[src/rtl/pllseq_pkg.sv]
package pllseq_pkg;

  localparam int ADDR_W  = 9;
  localparam int DATA_W  = 32;
  localparam int HALF_W  = 8;
  localparam int DIV_W   = HALF_W + 1;
  localparam int DEPTH_W = 2;
  localparam int NUM_DIV = 5;             // M, N, C0, C1, C2
  localparam int NUM_CMD = NUM_DIV + 2;   // plus CP, BW
  localparam int MAX_CMD = 8;             // PLL command buffer depth
  localparam int IDX_W   = $clog2(NUM_CMD);

  localparam logic [DATA_W-1:0] START_WORD = DATA_W'(1);

  typedef enum logic [2:0] {
    ST_IDLE,
    ST_CMD,
    ST_START,
    ST_WAIT_HI,
    ST_WAIT_LO,
    ST_DONE
  } seq_state_e;

  typedef struct packed {
    logic [DIV_W-1:0]  m;
    logic [DIV_W-1:0]  c0;
    logic [DIV_W-1:0]  c1;
    logic [DATA_W-1:0] cp;
    logic [DATA_W-1:0] bw;
  } range_cfg_t;

  // command slot -> register address; order is the write order
  function automatic logic [ADDR_W-1:0] slot_addr(input int unsigned slot);
    case (slot)
      0:       return ADDR_W'(9'h090);
      1:       return ADDR_W'(9'h0A0);
      2:       return ADDR_W'(9'h0C0);
      3:       return ADDR_W'(9'h0C1);
      4:       return ADDR_W'(9'h0C2);
      5:       return ADDR_W'(9'h020);
      default: return ADDR_W'(9'h040);
    endcase
  endfunction

  function automatic range_cfg_t range_cfg(input int unsigned code);
    range_cfg_t c;
    c.cp = DATA_W'(32'h10);
    c.bw = DATA_W'(32'hC0);
    case (code)
      0: begin
        c.m = DIV_W'(30); c.c0 = DIV_W'(6); c.c1 = DIV_W'(60);
        c.bw = DATA_W'(32'h100);
      end
      1: begin
        c.m = DIV_W'(20); c.c0 = DIV_W'(4); c.c1 = DIV_W'(40);
        c.cp = DATA_W'(32'h0B);
      end
      2: begin c.m = DIV_W'(10); c.c0 = DIV_W'(2); c.c1 = DIV_W'(20); end
      3: begin c.m = DIV_W'(8);  c.c0 = DIV_W'(8); c.c1 = DIV_W'(16); end
      4: begin c.m = DIV_W'(8);  c.c0 = DIV_W'(4); c.c1 = DIV_W'(8);  end
      default: begin c.m = DIV_W'(8); c.c0 = DIV_W'(2); c.c1 = DIV_W'(4); end
    endcase
    return c;
  endfunction

endpackage

[src/rtl/pllseq_div_enc.sv]
module pllseq_div_enc
  import pllseq_pkg::*;
(
  input  logic [DIV_W-1:0]  div_i,
  output logic [DATA_W-1:0] word_o
);

  logic [HALF_W-1:0] hi_cnt;
  logic [HALF_W-1:0] lo_cnt;

  // odd divide: high phase takes the extra cycle
  assign hi_cnt = HALF_W'(({1'b0, div_i} + 1'b1) >> 1);
  assign lo_cnt = HALF_W'(div_i >> 1);

  always_comb begin
    if (div_i == DIV_W'(1)) word_o = DATA_W'(32'h0001_0000);  // bypass
    else                    word_o = DATA_W'({hi_cnt, lo_cnt});
  end

endmodule

[src/rtl/pllseq_table.sv]
module pllseq_table
  import pllseq_pkg::*;
#(
  parameter int RANGE_W = 3
) (
  input  logic                             clk_i,
  input  logic                             rst_ni,
  input  logic                             capture_i,
  input  logic [RANGE_W-1:0]               range_i,
  input  logic [DEPTH_W-1:0]               depth_i,
  output logic [NUM_CMD-1:0][ADDR_W-1:0]   cmd_addr_o,
  output logic [NUM_CMD-1:0][DATA_W-1:0]   cmd_data_o
);

  logic [RANGE_W-1:0]            range_q;
  logic [DEPTH_W-1:0]            depth_q;
  range_cfg_t                    cfg;
  logic [DIV_W-1:0]              c2;
  logic [NUM_DIV-1:0][DIV_W-1:0] div_val;
  logic [NUM_DIV-1:0][DATA_W-1:0] div_word;

  always_ff @(posedge clk_i or negedge rst_ni) begin
    if (!rst_ni) begin
      range_q <= '0;
      depth_q <= '0;
    end else if (capture_i) begin
      range_q <= range_i;
      depth_q <= depth_i;
    end
  end

  assign cfg = range_cfg(int'(range_q));

  always_comb begin
    case (depth_q)
      2'd0:    c2 = cfg.c1;
      2'd1:    c2 = DIV_W'(cfg.c1 + (cfg.c1 >> 2));
      2'd2:    c2 = DIV_W'(cfg.c1 + (cfg.c1 >> 1));
      default: c2 = DIV_W'(cfg.c1 << 1);
    endcase
  end

  assign div_val[0] = cfg.m;
  assign div_val[1] = DIV_W'(1);
  assign div_val[2] = cfg.c0;
  assign div_val[3] = cfg.c1;
  assign div_val[4] = c2;

  for (genvar g = 0; g < NUM_DIV; g++) begin : g_enc
    pllseq_div_enc u_enc (
      .div_i  (div_val[g]),
      .word_o (div_word[g])
    );
  end

  for (genvar s = 0; s < NUM_CMD; s++) begin : g_slot
    assign cmd_addr_o[s] = slot_addr(s);
    if (s < NUM_DIV) begin : g_div
      assign cmd_data_o[s] = div_word[s];
    end else if (s == NUM_DIV) begin : g_cp
      assign cmd_data_o[s] = cfg.cp;
    end else begin : g_bw
      assign cmd_data_o[s] = cfg.bw;
    end
  end

  AST_C2_SCALE: assert property (@(posedge clk_i) disable iff (!rst_ni)
    (c2 >= cfg.c1) && (c2 <= DIV_W'(cfg.c1 << 1)));

endmodule

[src/rtl/pllseq_sync.sv]
module pllseq_sync #(
  parameter int STAGES = 2
) (
  input  logic clk_i,
  input  logic rst_ni,
  input  logic d_i,
  output logic q_o
);

  logic [STAGES-1:0] sr_q;

  always_ff @(posedge clk_i or negedge rst_ni) begin
    if (!rst_ni) sr_q <= '0;
    else         sr_q <= {sr_q[STAGES-2:0], d_i};
  end

  assign q_o = sr_q[STAGES-1];

endmodule

[src/rtl/pllseq_fsm.sv]
module pllseq_fsm
  import pllseq_pkg::*;
(
  input  logic                           clk_i,
  input  logic                           rst_ni,
  input  logic                           req_i,
  input  logic                           ack_i,
  input  logic                           busy_sync_i,
  input  logic [NUM_CMD-1:0][ADDR_W-1:0] cmd_addr_i,
  input  logic [NUM_CMD-1:0][DATA_W-1:0] cmd_data_i,
  output logic                           capture_o,
  output logic                           wr_o,
  output logic [ADDR_W-1:0]              addr_o,
  output logic [DATA_W-1:0]              data_o,
  output logic                           done_o
);

  localparam logic [IDX_W-1:0] LAST_IDX = IDX_W'(NUM_CMD - 1);

  seq_state_e       state_q, state_d;
  logic [IDX_W-1:0] idx_q, idx_d;

  always_ff @(posedge clk_i or negedge rst_ni) begin
    if (!rst_ni) begin
      state_q <= ST_IDLE;
      idx_q   <= '0;
    end else begin
      state_q <= state_d;
      idx_q   <= idx_d;
    end
  end

  always_comb begin
    state_d = state_q;
    idx_d   = idx_q;
    case (state_q)
      ST_IDLE: if (req_i) begin
        state_d = ST_CMD;
        idx_d   = '0;
      end
      ST_CMD: begin
        if (!req_i)                state_d = ST_IDLE;  // abort, no start
        else if (idx_q == LAST_IDX) state_d = ST_START;
        else                        idx_d   = idx_q + 1'b1;
      end
      ST_START:   state_d = ST_WAIT_HI;
      ST_WAIT_HI: if (busy_sync_i)  state_d = ST_WAIT_LO;
      ST_WAIT_LO: if (!busy_sync_i) state_d = ST_DONE;
      ST_DONE:    if (ack_i)        state_d = ST_IDLE;
      default:    state_d = ST_IDLE;
    endcase
  end

  assign capture_o = (state_q == ST_IDLE) && req_i;
  assign wr_o      = (state_q == ST_CMD) || (state_q == ST_START);
  assign done_o    = (state_q == ST_DONE);

  always_comb begin
    addr_o = '0;
    data_o = '0;
    if (state_q == ST_CMD) begin
      addr_o = cmd_addr_i[idx_q];
      data_o = cmd_data_i[idx_q];
    end else if (state_q == ST_START) begin
      data_o = START_WORD;
    end
  end

  // setting writes since the last idle, for the overflow check
  logic [3:0] ast_wr_cnt;
  always_ff @(posedge clk_i or negedge rst_ni) begin
    if (!rst_ni)                               ast_wr_cnt <= '0;
    else if (state_q == ST_IDLE)               ast_wr_cnt <= '0;
    else if (wr_o && addr_o != '0 && ast_wr_cnt != 4'hF)
      ast_wr_cnt <= ast_wr_cnt + 1'b1;
  end

  AST_NO_OVERFLOW: assert property (@(posedge clk_i) disable iff (!rst_ni)
    ast_wr_cnt <= 4'(MAX_CMD));
  AST_START_SINGLE: assert property (@(posedge clk_i) disable iff (!rst_ni)
    (wr_o && addr_o == '0) |=> !wr_o);
  AST_DONE_HOLD: assert property (@(posedge clk_i) disable iff (!rst_ni)
    (done_o && !ack_i) |=> done_o);
  AST_DONE_AFTER_FALL: assert property (@(posedge clk_i) disable iff (!rst_ni)
    $rose(done_o) |-> !$past(busy_sync_i));
  AST_ABORT_NO_START: assert property (@(posedge clk_i) disable iff (!rst_ni)
    (wr_o && addr_o != '0 && !req_i) |=> !wr_o);

endmodule

[src/rtl/pll_reconfig_seq.sv]
module pll_reconfig_seq
  import pllseq_pkg::*;
#(
  parameter int RANGE_W     = 3,
  parameter int SYNC_STAGES = 2
) (
  input  logic               clk_i,
  input  logic               rst_ni,
  input  logic               req_i,
  input  logic [RANGE_W-1:0] range_i,
  input  logic [DEPTH_W-1:0] depth_i,
  input  logic               ack_i,
  input  logic               busy_i,
  output logic               mgmt_write_o,
  output logic [ADDR_W-1:0]  mgmt_addr_o,
  output logic [DATA_W-1:0]  mgmt_wdata_o,
  output logic               done_o
);

  logic                           capture;
  logic                           busy_sync;
  logic [NUM_CMD-1:0][ADDR_W-1:0] cmd_addr;
  logic [NUM_CMD-1:0][DATA_W-1:0] cmd_data;

  pllseq_sync #(.STAGES(SYNC_STAGES)) u_sync (
    .clk_i  (clk_i),
    .rst_ni (rst_ni),
    .d_i    (busy_i),
    .q_o    (busy_sync)
  );

  pllseq_table #(.RANGE_W(RANGE_W)) u_table (
    .clk_i      (clk_i),
    .rst_ni     (rst_ni),
    .capture_i  (capture),
    .range_i    (range_i),
    .depth_i    (depth_i),
    .cmd_addr_o (cmd_addr),
    .cmd_data_o (cmd_data)
  );

  pllseq_fsm u_fsm (
    .clk_i       (clk_i),
    .rst_ni      (rst_ni),
    .req_i       (req_i),
    .ack_i       (ack_i),
    .busy_sync_i (busy_sync),
    .cmd_addr_i  (cmd_addr),
    .cmd_data_i  (cmd_data),
    .capture_o   (capture),
    .wr_o        (mgmt_write_o),
    .addr_o      (mgmt_addr_o),
    .data_o      (mgmt_wdata_o),
    .done_o      (done_o)
  );

endmodule

[config.mk]
export PLATFORM = sky130hd
export DESIGN_NAME = pll_reconfig_seq
export DESIGN_NICKNAME = d
export VERILOG_FILES = /design/src/rtl/pllseq_pkg.sv /design/src/rtl/pllseq_div_enc.sv /design/src/rtl/pllseq_table.sv /design/src/rtl/pllseq_sync.sv /design/src/rtl/pllseq_fsm.sv /design/src/rtl/pll_reconfig_seq.sv
export SDC_FILE = /design/constraint.sdc
export NUM_CORES = 1
export LEC_CHECK = 0
export ABC_AREA = 1
export ABC_CLOCK_PERIOD_IN_PS = 2400
export BUFFER_PORTS_ARGS = -buffer_cell sky130_fd_sc_hd__buf_4
export CELL_PAD_IN_SITES_DETAIL_PLACEMENT = 1
export CELL_PAD_IN_SITES_GLOBAL_PLACEMENT = 1
export CORE_ASPECT_RATIO = 0.7
export CORE_UTILIZATION = 32
export CTS_CLUSTER_SIZE = 14
export DETAILED_ROUTE_END_ITERATION = 7
export GPL_TIMING_DRIVEN = 0
export PLACE_DENSITY_LB_ADDON = 0.1
export SYNTH_ARGS = -nofsm -noshare
export SYNTH_HDL_FRONTEND = slang
export SYNTH_SLANG_ARGS = --single-unit
[constraint.sdc]
create_clock -name clk_i -period 2.4 [get_ports clk_i]
set_input_delay 0.24 -clock clk_i [delete_from_list [all_inputs] [get_ports clk_i]]
set_output_delay 0.24 -clock clk_i [all_outputs]
set_load 0.05 [all_outputs]
Yosys cells after proc, flatten, opt, wreduce, memory -nomap -nowiden
Memories as Yosys holds them, arrays and structs flattened.
Index checks and enable logic that the tools add are counted.
{"block": "word_totals", "regBits": 13, "input_bits": 10, "mem_count": 1, "out_inout_bits": 43, "mem_bits_ro": 72, "wordCells": 70}
{"block": "classes", "muxes": 25, "n_addsub": 7, "eq_ne": 23, "magnitude_cmp": 1, "reduce_logical": 8}
{"memory": "(no name shown)", "depth": 8, "word_bits": 9, "rd": 1, "rd_clocked_by_memory_dff": 0, "write_ports": 0, "line_no": "pllseq_fsm.sv:62", "source": "addr_o = cmd_addr_i[idx_q];"}
{"op": "$pmux W23 S5", "count": 1}
{"op": "$bmux W32 S3", "count": 1}
{"op": "$mux W17", "count": 4}
{"op": "$mux W32", "count": 2}
{"op": "$eq A9 B1 Y1 const B", "count": 4}
{"op": "$add A9 B1 Y9 const B", "count": 3}
{"op": "$mux W3", "count": 9}
{"op": "$mux W9", "count": 3}
{"op": "$pmux W9 S3", "count": 1}
{"op": "$pmux W3 S6", "count": 1}
{"op": "$eq A3 B2 Y1 const B", "count": 4}
{"op": "$eq A3 B3 Y1 const B", "count": 4}
{"op": "$ne A2 B2 Y1 const B", "count": 6}
{"op": "$add A9 B7 Y9", "count": 1}
{"op": "$add A9 B8 Y9", "count": 1}
{"op": "$add A5 B1 Y6 const B", "count": 1}
{"op": "$eq A3 B1 Y1 const B", "count": 2}
{"op": "$logic_not A3 Y1", "count": 2}
{"op": "$pmux W3 S2", "count": 1}
{"op": "$mux W5", "count": 1}
{"op": "$reduce_and A5 Y1", "count": 1}
{"op": "$lt A3 B4 Y1 const B", "count": 1}
{"op": "$reduce_and A4 Y1", "count": 1}
{"op": "$add A3 B1 Y3 const B", "count": 1}
{"op": "8 further kinds", "count": 8}

Logic depth before layout (Yosys ltp)
Gate-level depths: netlist (run 1).
{"block": "logic_depth", "ltp_word": 9, "depth_mapped": 19, "mapped_depth_nobuf": 19}

Hierarchy
A second synthesis (run 1) with hierarchy kept.
{"block": "hier_totals", "cells_unflattened": 1287, "hier_area_um2": 6673.9}
{"mod": "pllseq_fsm", "area_per_inst_um2": 3168.0, "n_inst": 1, "seq_area_each_um2": 150.1, "cells_each": 701}
{"mod": "pllseq_div_enc", "area_per_inst_um2": 381.6, "n_inst": 5, "seq_area_each_um2": 0.0, "cells_each": 74}
{"mod": "pllseq_table", "area_per_inst_um2": 1547.7, "n_inst": 1, "seq_area_each_um2": 125.1, "cells_each": 214}
{"mod": "pllseq_sync", "area_per_inst_um2": 50.0, "n_inst": 1, "seq_area_each_um2": 50.0, "cells_each": 2}

Least setup slack after synthesis (run 1)
No wires, ideal clock.
{"block": "synth_timing", "path_kind": "register -> output", "from": "register u_table.depth_q[0]", "to": "output mgmt_wdata_o[14]", "required_time_ns": 2.160, "stages_incl_launch_ff": 16, "arrival_time_ns": 3.067, "path_slack_ns": -0.907, "n_path_buf": 1, "cell_sequence": "dfrtp_1 -> inv_1 -> ha_1 -> buf_2 -> nand2_1 -> o21ai_0 -> ha_1 -> fa_1 -> a21oi_1 -> nand2_1 -> nand2_2 -> inv_2 -> nand3_2 -> nor2_1 -> nand2_1 -> nor3_1"}
{"block": "synth_between", "elab_chain_cells": 7, "word_cells_on_any_way": 10, "cone_classes": "add/sub: 1; eq/ne: 3; mux: 5; reduce/logical: 1"}
{"item": "start, declared", "line_no": "pllseq_table.sv:16", "source": "logic [DEPTH_W-1:0] depth_q;"}
{"item": "start signal, assigned", "line_no": "pllseq_table.sv:28", "source": "depth_q <= depth_i;"}
{"item": "$eq A2 B2 Y1 (tied with other cells)", "line_no": "pllseq_table.sv:35", "source": "case (depth_q)"}
{"item": "$pmux W9 S3 (*)", "line_no": "pllseq_table.sv:35"}
{"item": "$add A9 B1 Y9 or $eq A9 B1 Y1 (tied branches)", "line_no": "pllseq_div_enc.sv:12, pllseq_div_enc.sv:16"}
{"item": "$mux W17 (*)", "line_no": "pllseq_div_enc.sv:16", "source": "if (div_i == DIV_W'(1)) word_o = DATA_W'(32'h0001_0000);"}
{"item": "$bmux W32 S3 (*)", "line_no": "pllseq_fsm.sv:63", "source": "data_o = cmd_data_i[idx_q];"}
{"item": "$mux W32 (implied by the code) (*)", "line_no": "pllseq_fsm.sv:63"}
{"item": "$mux W32 (*)", "line_no": "pllseq_fsm.sv:61", "source": "if (state_q == ST_CMD) begin"}
{"item": "end, declared", "line_no": "pll_reconfig_seq.sv:16", "source": "output logic [DATA_W-1:0] mgmt_wdata_o,"}
Mark *: on every way between the ends. The rest lies on a longest branch, timed or not. The select of a mux whose other input is x is not followed.

Worst setup path after layout (run 1)
{"block": "layout_timing", "from": "register u_table.range_q[0]", "to": "output mgmt_wdata_o[12]"}
{"block": "layout_between", "elab_chain_cells": 9, "word_cells_on_any_way": 24, "cone_classes": "add/sub: 6; eq/ne: 8; mux: 9; reduce/logical: 1"}
{"item": "start, declared", "line_no": "pllseq_table.sv:15", "source": "logic [RANGE_W-1:0] range_q;"}
{"item": "start signal, assigned", "line_no": "pllseq_table.sv:27", "source": "range_q <= range_i;"}
{"item": "$eq A3 B3 Y1 (tied with other cells)", "line_no": "pllseq_pkg.sv:49", "source": "case (code)"}
{"item": "$pmux W23 S5 (*)", "line_no": "pllseq_pkg.sv:49"}
{"item": "$add A9 B7 Y9 or $add A9 B8 Y9 (tied branches)", "line_no": "pllseq_table.sv:37, pllseq_table.sv:38"}
{"item": "$pmux W9 S3", "line_no": "pllseq_table.sv:35"}
{"item": "$add A9 B1 Y9 or $eq A9 B1 Y1 (tied branches)", "line_no": "pllseq_div_enc.sv:12, pllseq_div_enc.sv:16"}
{"item": "$mux W17", "line_no": "pllseq_div_enc.sv:16"}
{"item": "$bmux W32 S3 (*)", "line_no": "pllseq_fsm.sv:63"}
{"item": "$mux W32 (implied by the code) (*)", "line_no": "pllseq_fsm.sv:63"}
{"item": "$mux W32 (*)", "line_no": "pllseq_fsm.sv:61"}
Marked as above.

==> metrics.txt, run 1 <==
syn avg cell area=6.51 sq um; Final Hold Vio Count=0; multiplexer share of the synthesized area=0%; largest net degree at the start of global routing=14; Total Wirelength=6.38 mm; most instantiated cells after synthesis=nand2_1, inv_1, nor2_1, buf_4, a21oi_1; critical path type=flip-flop to primary output; Antenna Nets Post-Route=0; area growth from synthesis to layout=70.6%; Yosys reg bits=13; Crit path required time=2160 ps; Slew @ Worst Pin=866 ps; slack of the critical path=-697 ps; RSZ-0062 raised after global routing=yes; startpoint types=flip-flop; Vias/cell=4.65; Pre-antenna DRT Iters=4; core area=5260 sq um; Cell Pwr Density=1410 nW/um^2; count of port buffers added during placement=33; Rel. slew slack=42.2%; vias in the first global route=2,011; Synth Area in Compound Gates=15.5%; setup TNS=-7120 ps; Die Span X=90.3 microns; post-layout net count=388; Pleak=1.46 nW; area share of the largest cell type after synthesis=18.6%; antenna violations before repair=0; routed vias=2,016; GPL Wtd Cong=0.835; cell area after synthesis=1750 sq um; htree depth=1; origin of the worst setup path=u_table.range_q[0]; sequential area share after synthesis=18.6%; first-pass GRT wire length=10.0 mm; Reg2Reg Setup Slack=510 ps; fmax=323 MHz; skew final=1.07 ps; Worst-path clk slew=60 ps; most numerous cell in the Yosys netlist=nand2_1; GRT Residual Overflow=0; area share of xor/xnor cells in the synthesized design=0.502%; worst-path fanout max=5; Setup crit end kind=primary output; Tcrit/Tclk final=129%; Adder-Cell Fraction of Synth Area=11.2%; Worst EP arrival=2860 ps; top post-synthesis cells by area=dfrtp_1, nand2_1, ha_1; die area=5760 sq um; Max IR drop VDD=0.752 mV; worst slack, placed=-724 ps; largest area contributor in the netlist=dfrtp_1; asr flop ratio synth=100%; later-pin clock latency in the skew report=250 ps; gr usage total=21.8%; Final Max Tran Viols=0; Clock Sinks=13; Post-synth EDFFs=0; final setup fails=13; Die Ht=63.8 microns; status=complete, but fails checks; ant diodes=0; Max clock buf depth=2; CTS tree=yes; ys flop type=dfrtp_1; r2r endpoint=u_fsm.state_q[2]; post-synthesis simple-gate area fraction=35.1%; WL/cell=14.7 microns; Reg2Reg Depth=7; # IOs=53; worst min path class=input port to flip-flop; Worst R2R Start=u_fsm.idx_q[0]; initial detailed-routing violation count=43; crit path capture=mgmt_wdata_o[12]; largest family of logic cells by synthesized area=simple AND/OR/NAND/NOR gates; register area=329 sq um; initial core utilization=33.2%; Syn. warnings=0; fillers=664; FP Rows=22; minimum clock period=3100 ps; Syn Inst Count=268; layout cells sized above 1=50.0%; Cell variety after synth=36; Num CTS Buffers=3; max_cap viols=0; CTS root buf=clkbuf_8; Detail Placement HPWL=4.17 mm; Post-route DRC=0; violated checks=setup timing; hold slack=93.9 ps; Multi-input gate area=1540 sq um
-- cell families after synthesis --
kind of cell             Yosys count
AND/OR/NAND/NOR                  124
buffers and inverters             67
AO/OA/AOI/OAI                     47
adder cells (fa/ha/maj)           15
flip-flops                        13
XOR/XNOR                           1
other                              1
-- through the flow --
stage                     utilization (%)  instances  total power, W  area (sq um)
after floorplan                         -        286         0.00232          2010
after global placement               44.6        391         0.00284          2350
after detailed placement             44.6        391         0.00289          2350
after CTS                            54.2        425         0.00384          2850
after global routing                 56.6        434         0.00448          2980
final                                56.6        434         0.00419          2980
-- sequential cells by signal (all words and copies together), names as in the netlist --
signal,cells
u_sync.sr_q,2
u_table.range_q,3
u_fsm.state_q,3
u_fsm.idx_q,3
u_table.depth_q,2
-- area by class of cell --
cell class                      instances  share of cell area (%)
Multi-Input combinational cell        206                    51.8
Inverter                               41                    5.59
Tap cell                               72                    3.03
Timing Repair Buffer                   74                    21.4
Sequential cell                        13                    11.1
Clock buffer                            3                    1.39
Clock inverter                          1                   0.168
Buffer                                 24                    5.63
-- how the worst min path moves through the flow --
stage / slack, ps / start / depth (start not counted) / to
floorplan: -60 / rst_ni / 0 / u_fsm.idx_q[0]
finish: 90 / busy_i / 1 / u_sync.sr_q[0]
detailed placement: 90 / rst_ni / 1 / u_fsm.idx_q[2]
global route: 90 / busy_i / 1 / u_sync.sr_q[0]
CTS: 100 / busy_i / 1 / u_sync.sr_q[0]
global placement: 90 / rst_ni / 1 / u_fsm.idx_q[2]
-- critical path, stage by stage (launching register included) --
cell and delay (ps):
dfrtp_2 460, inv_2 110, nand2_4 70, nand2_4 90
inv_4 50, o21ai_4 130, ha_4 160, fa_2 440
a21oi_2 140, nand2_1 70, nand2_2 120, inv_4 70
buf_6 110, nand4_1 70, nand2_1 70, nand2_2 70
nor2_2 40, nor2_2 120, nor2_4 60, buf_8 150
-- layout by cell type (no fill, tap or decap), types with 2 or more instances in the layout --
master / netlist / final
nand3_2: 1 / 3
inv_2: 8 / 6
a211oi_2: 0 / 2
a21oi_4: 0 / 7
inv_1: 32 / 29
nor2_2: 3 / 5
o21ai_0: 14 / 10
a21oi_2: 1 / 3
nand2_2: 7 / 14
o221ai_1: 2 / 2
nor3_1: 8 / 6
ha_1: 14 / 8
nand2_1: 51 / 39
nand4_1: 4 / 4
o21ai_4: 0 / 3
nor2_1: 28 / 21
dfrtp_2: 0 / 3
conb_1: 1 / 19
nand2_4: 5 / 10
clkbuf_8: 0 / 3
nor2_4: 0 / 5
a21oi_1: 19 / 10
nor3_4: 1 / 3
nand3_1: 12 / 10
inv_4: 0 / 5
clkbuf_1: 4 / 2
buf_6: 0 / 19
o211ai_1: 2 / 2
buf_4: 20 / 73
ha_4: 0 / 5
o21ai_1: 2 / 3
dfrtp_1: 13 / 10
-- layer usage --
metal  track usage, %  vias up  wire length (microns)
met2             36.6       41                   3120
met5                0        -                      0
met4             3.02        0                     65
met3             3.93        8                    220
met1             29.9      952                   2980
li1                 -     1015                      -
-- power breakdown --
| group | switching, W | total [W] | internal (W) |
|---|---|---|---|
| sequential | 0.000150 | 0.000455 | 0.000305 |
| combinational | 0.00219 | 0.00354 | 0.00134 |
| clock | 0.0000875 | 0.000203 | 0.000115 |
-- repair_timing --
item / 4_1_cts / 5_1_grt
pin swaps: 34 / 18
endpoints found under the setup margin: 13 / 19
hold endpoints to repair: 13 / 0
hold buffers: 1 / 0
setup buffers: 30 / 10
gates resized for setup: 60 / 15
Note: power is estimated with default switching activity, not from simulation.
==> run 2, diff against run 1 <==
PLACE_DENSITY = 0.82   (was unset)
PLACE_DENSITY_LB_ADDON = unset   (was 0.1)
==> run 2 against run 1 <==
  * The flow still finishes with violations (setup timing)
  * Non-clock buffer count grew 4
  * Combinational power grew 11%
  * Largest power group unchanged
  * Wire length grew 11%
  * Die area is the same
==> metrics.txt, run 2 (synthesis gave the netlist of run 1 again) <==
hold path endpoint=u_sync.sr_q[0]; Die Ht=63.8 microns; FP Rows=22; Worst EP arrival=2970 ps; largest net degree at the start of global routing=14; Vias/cell=4.87; commonest non-fill, non-tap cell in the layout=buf_4; htree depth=1; fmax=312 MHz; r2r endpoint=u_fsm.state_q[0]; most frequent cells in the layout=buf_4, nand2_1, inv_1; Post-route DRC=0; die area=5760 sq um; violated checks=setup timing; Die Span X=90.3 microns; hold depth=1; Reg2Reg Depth=6; later-pin clock latency in the skew report=260 ps; RSZ-0062 raised after global routing=yes; Reg2Reg Setup Slack=370 ps; post-layout net count=392; worst slack, placed=-728 ps; Hold Startpoint=busy_i; vias in the first global route=2,079; Largest regs=u_fsm.idx_q (3), u_fsm.state_q (3), u_table.range_q (3); initial detailed-routing violation count=82; Final Max Tran Viols=0; origin of the worst setup path=u_table.range_q[2]; initial core utilization=33.2%; Detail Placement HPWL=4.15 mm; max_cap viols=0; Final Hold Vio Count=0; worst-path fanout max=4; minimum clock period=3210 ps; ant diodes=0; first-pass GRT wire length=10.1 mm; Tcrit/Tclk final=134%; core area=5260 sq um; Worst R2R Start=u_fsm.idx_q[0]; routed vias=2,132; post-route cell area=3110 sq um; Worst-path clk slew=70 ps; layout cells sized above 1=53.6%; Pre-antenna DRT Iters=4; hold slack=96.0 ps; worst min path class=input port to flip-flop; Cell Pwr Density=1480 nW/um^2; placed standard-cell area=2350 sq um; skew final=9.62 ps; Max clock buf depth=2; WL/cell=16.2 microns; Slew @ Worst Pin=836 ps; Crit path required time=2160 ps; Pleak=1.49 nW; final setup fails=14; gr usage total=21.8%; Total Wirelength=7.08 mm; Num CTS Buffers=3; CTS root buf=clkbuf_8; count of port buffers added during placement=33; # IOs=53; Antenna Nets Post-Route=0; area growth from synthesis to layout=77.9%; GPL Wtd Cong=0.860; antenna violations before repair=0; Clock Sinks=13; Rel. slew slack=44.3%; CTS tree=yes; Max IR drop VDD=0.822 mV; Setup crit end kind=primary output; status=complete, but fails checks; critical path type=flip-flop to primary output; GRT Residual Overflow=0; slack of the critical path=-810 ps; startpoint types=flip-flop
-- run 2: critical path: stages, from the launching register on --
cell,delay (ps)
dfrtp_2,450
buf_12,150
a21oi_4,190
nand2_2,80
o21ai_2,80
ha_4,170
fa_2,450
a21oi_2,150
nand2_1,70
nand2_2,140
inv_4,70
buf_4,140
nand3_2,50
nand2_1,60
nand4_1,160
a21oi_4,90
buf_8,190
-- run 2: worst max path at each step --
stage | slack, ps | depth (start not counted) | to
detailed placement | -730 | 16 | mgmt_wdata_o[12]
global route | -920 | 18 | mgmt_wdata_o[12]
floorplan | -330 | 13 | mgmt_wdata_o[13]
CTS | -670 | 17 | mgmt_wdata_o[8]
finish | -810 | 16 | mgmt_wdata_o[11]
global placement | -660 | 16 | mgmt_wdata_o[12]
-- run 2: per-layer routing --
layer  up-vias  global-route usage (%)  wire length, microns
li1       1023                       -                     -
met1      1055                    28.4                  3240
met2        46                    40.2                  3610
met3         8                    2.86                   171
met4         0                    2.02                    60
met5         -                       0                     0
-- run 2: cell type report --
cell class              instances  area, sq um
repair buffers                 77          696
well taps                      72         90.1
fillers                       651         2150
inverters                      41          166
multi-input cells             206         1610
clock buffers                   3         41.3
clock inverters                 1         5.00
flip-flops and latches         13          329
plain buffers                  25          173
-- run 2: timing repair --
item                       CTS  global route
buffers inserted            19            24
hold buffers                 1             0
setup endpoints to repair   14            20
hold endpoints to repair    13             0
resized for setup           43            53
pin swaps                   18            37
-- run 2: per-stage QoR --
stage                     power [W]  setup TNS [ps]  util, %  instances
after global placement      0.00282           -5950     44.6        391
after global routing        0.00484          -10090     59.1        438
after detailed placement    0.00289           -6800     44.6        391
after CTS                   0.00365           -6590     51.7        414
final                       0.00459           -8860     59.1        438
after floorplan             0.00232           -2350        -        286
-- run 2: where the power goes --
part	internal (W)	switching, W
logic	0.00156	0.00236
registers	0.000304	0.000153
clock network	0.000115	0.0000973
==> run 3, diff against run 2 <==
BUFFER_PORTS_ARGS = unset   (was -buffer_cell sky130_fd_sc_hd__buf_4)
CORE_UTILIZATION = 40   (was 32)
DONT_BUFFER_PORTS = 1   (was unset)
==> run 3 against run 2 <==
  * Die area fell by 19%
  * Non-clock buffer count fell by 34
  * The run still ends with setup timing left
  * Combinational power barely moved
  * Clock skew fell by 8.3 ps
  * Critical path depth rose by 1
  * Total power rose by 1.1%
  * First-iteration DRC count rose to 2.5 times the previous value
  * Wire length rose by 28%
  * Global-route usage rose by 7.0 points
==> metrics.txt, run 3 (synthesis gave the netlist of run 1 again) <==
status=complete, but fails checks; violated checks=setup timing; setup TNS=-9720 ps; startpoint types=flip-flop; Setup crit end kind=primary output; minimum clock period=3350 ps; CTS root buf=clkbuf_8; Post-route DRC=0; # IOs=53; Final Util=69.1%; Final Hold Vio Count=0; worst min path class=input port to flip-flop; worst slack, placed=-727 ps; Detail Placement HPWL=3.98 mm; htree depth=1; Slew @ Worst Pin=1000 ps; Num CTS Buffers=3; Largest regs=u_fsm.idx_q (3), u_fsm.state_q (3), u_table.range_q (3); ant diodes=0; first-pass GRT wire length=9.98 mm; RSZ-0062 raised after global routing=yes; routed vias=2,272; max_cap viols=0; initial core utilization=43.2%; slack of the critical path=-949 ps; Antenna Nets Post-Route=0; Worst EP arrival=3110 ps; GRT Residual Overflow=0; Final Max Tran Viols=0; Pleak=1.31 nW; Total Wirelength=9.05 mm; Cell Pwr Density=1660 nW/um^2; GPL Wtd Cong=0.847; largest net degree at the start of global routing=14; Tcrit/Tclk final=140%; Pre-antenna DRT Iters=4; Max IR drop VDD=0.879 mV; final setup fails=16; Crit path required time=2160 ps; Die Ht=57.3 microns; core area=4040 sq um; area growth from synthesis to layout=59.9%; worst-path fanout max=4; fmax=299 MHz; Clock Sinks=13; count of port buffers added during placement=0; Max clock buf depth=2; gr usage total=28.9%; commonest non-fill, non-tap cell in the layout=buf_4; antenna violations before repair=0; Worst-path clk slew=60 ps; layout cells sized above 1=49.1%; later-pin clock latency in the skew report=250 ps; hold slack=150 ps; critical path type=flip-flop to primary output; die area=4640 sq um; vias in the first global route=2,007; most frequent cells in the layout=buf_4, nand2_1, inv_1; post-layout net count=358; FP Rows=19; skew final=1.30 ps; CTS tree=yes; Vias/cell=5.92; WL/cell=23.6 microns; Die Span X=81.0 microns; Rel. slew slack=33.0%; initial detailed-routing violation count=207
-- run 3: worst paths after layout --
| check | start | end | slack [ps] | depth (start not counted) |
|---|---|---|---|---|
| setup / recovery | u_table.range_q[2] | mgmt_wdata_o[8] | -950 | 17 |
| hold / removal | range_i[2] | u_table.range_q[2] | 150 | 2 |
| setup reg to reg | u_fsm.state_q[2] | u_fsm.state_q[0] | 150 | 6 |
| hold reg to reg | u_sync.sr_q[0] | u_sync.sr_q[1] | 370 | 0 |
| max in group asynchronous | rst_ni | u_table.range_q[2] | 1490 | 1 |
| min in group asynchronous | rst_ni | u_fsm.idx_q[2] | 450 | 1 |
-- run 3: metrics by stage --
step           instances  cell area, sq um  power (W)
2_1_floorplan        286              2010    0.00232
3_3_place_gp         338              2070    0.00268
3_5_place_dp         338              2080    0.00275
4_1_cts              372              2540    0.00366
5_1_grt              384              2790    0.00480
6_report             384              2790    0.00464
-- run 3: worst max-delay path: stages, from the launching register on --
cell	delay [ps]
dfrtp_2	460
inv_4	110
nand2_4	70
nand2_4	110
inv_4	50
o21ai_4	160
ha_4	180
fa_1	430
a21oi_1	180
nand2_1	100
nand2_2	130
nand2_1	100
nor2_2	180
nand2_4	100
nand2_1	110
nand2_1	90
nand2_1	140
a21oi_4	140
-- run 3: layout make-up --
class	instances	area [sq um]
plain buffers	25	198
clock buffers	3	41.3
clock inverters	1	5.00
fillers	475	1250
inverters	41	171
multi-input cells	206	1620
flip-flops and latches	13	333
well taps	52	65.1
repair buffers	43	354
-- run 3: metal layers --
layer / vias up / global-route usage (%) / part of all wire [%]
li1: 954 / - / -
met1: 1116 / 38.1 / 38
met2: 159 / 48.5 / 48
met3: 43 / 6.56 / 9.5
met4: 0 / 5.61 / 4.1
met5: - / 0 / 0
-- run 3: what timing repair did --
| action | in CTS | in global routing |
|---|---|---|
| resized for setup | 51 | 36 |
| hold buffers | 1 | 1 |
| hold endpoints to repair | 13 | 1 |
| pin swaps | 24 | 25 |
| cloned | 0 | 0 |
| setup buffers | 30 | 12 |
| endpoints found under the setup margin | 22 | 16 |
-- run 3: report_power, final --
group	total [W]	internal, W	switching [W]
clock	0.000207	0.000115	0.0000921
sequential	0.000485	0.000310	0.000176
combinational	0.00395	0.00137	0.00258
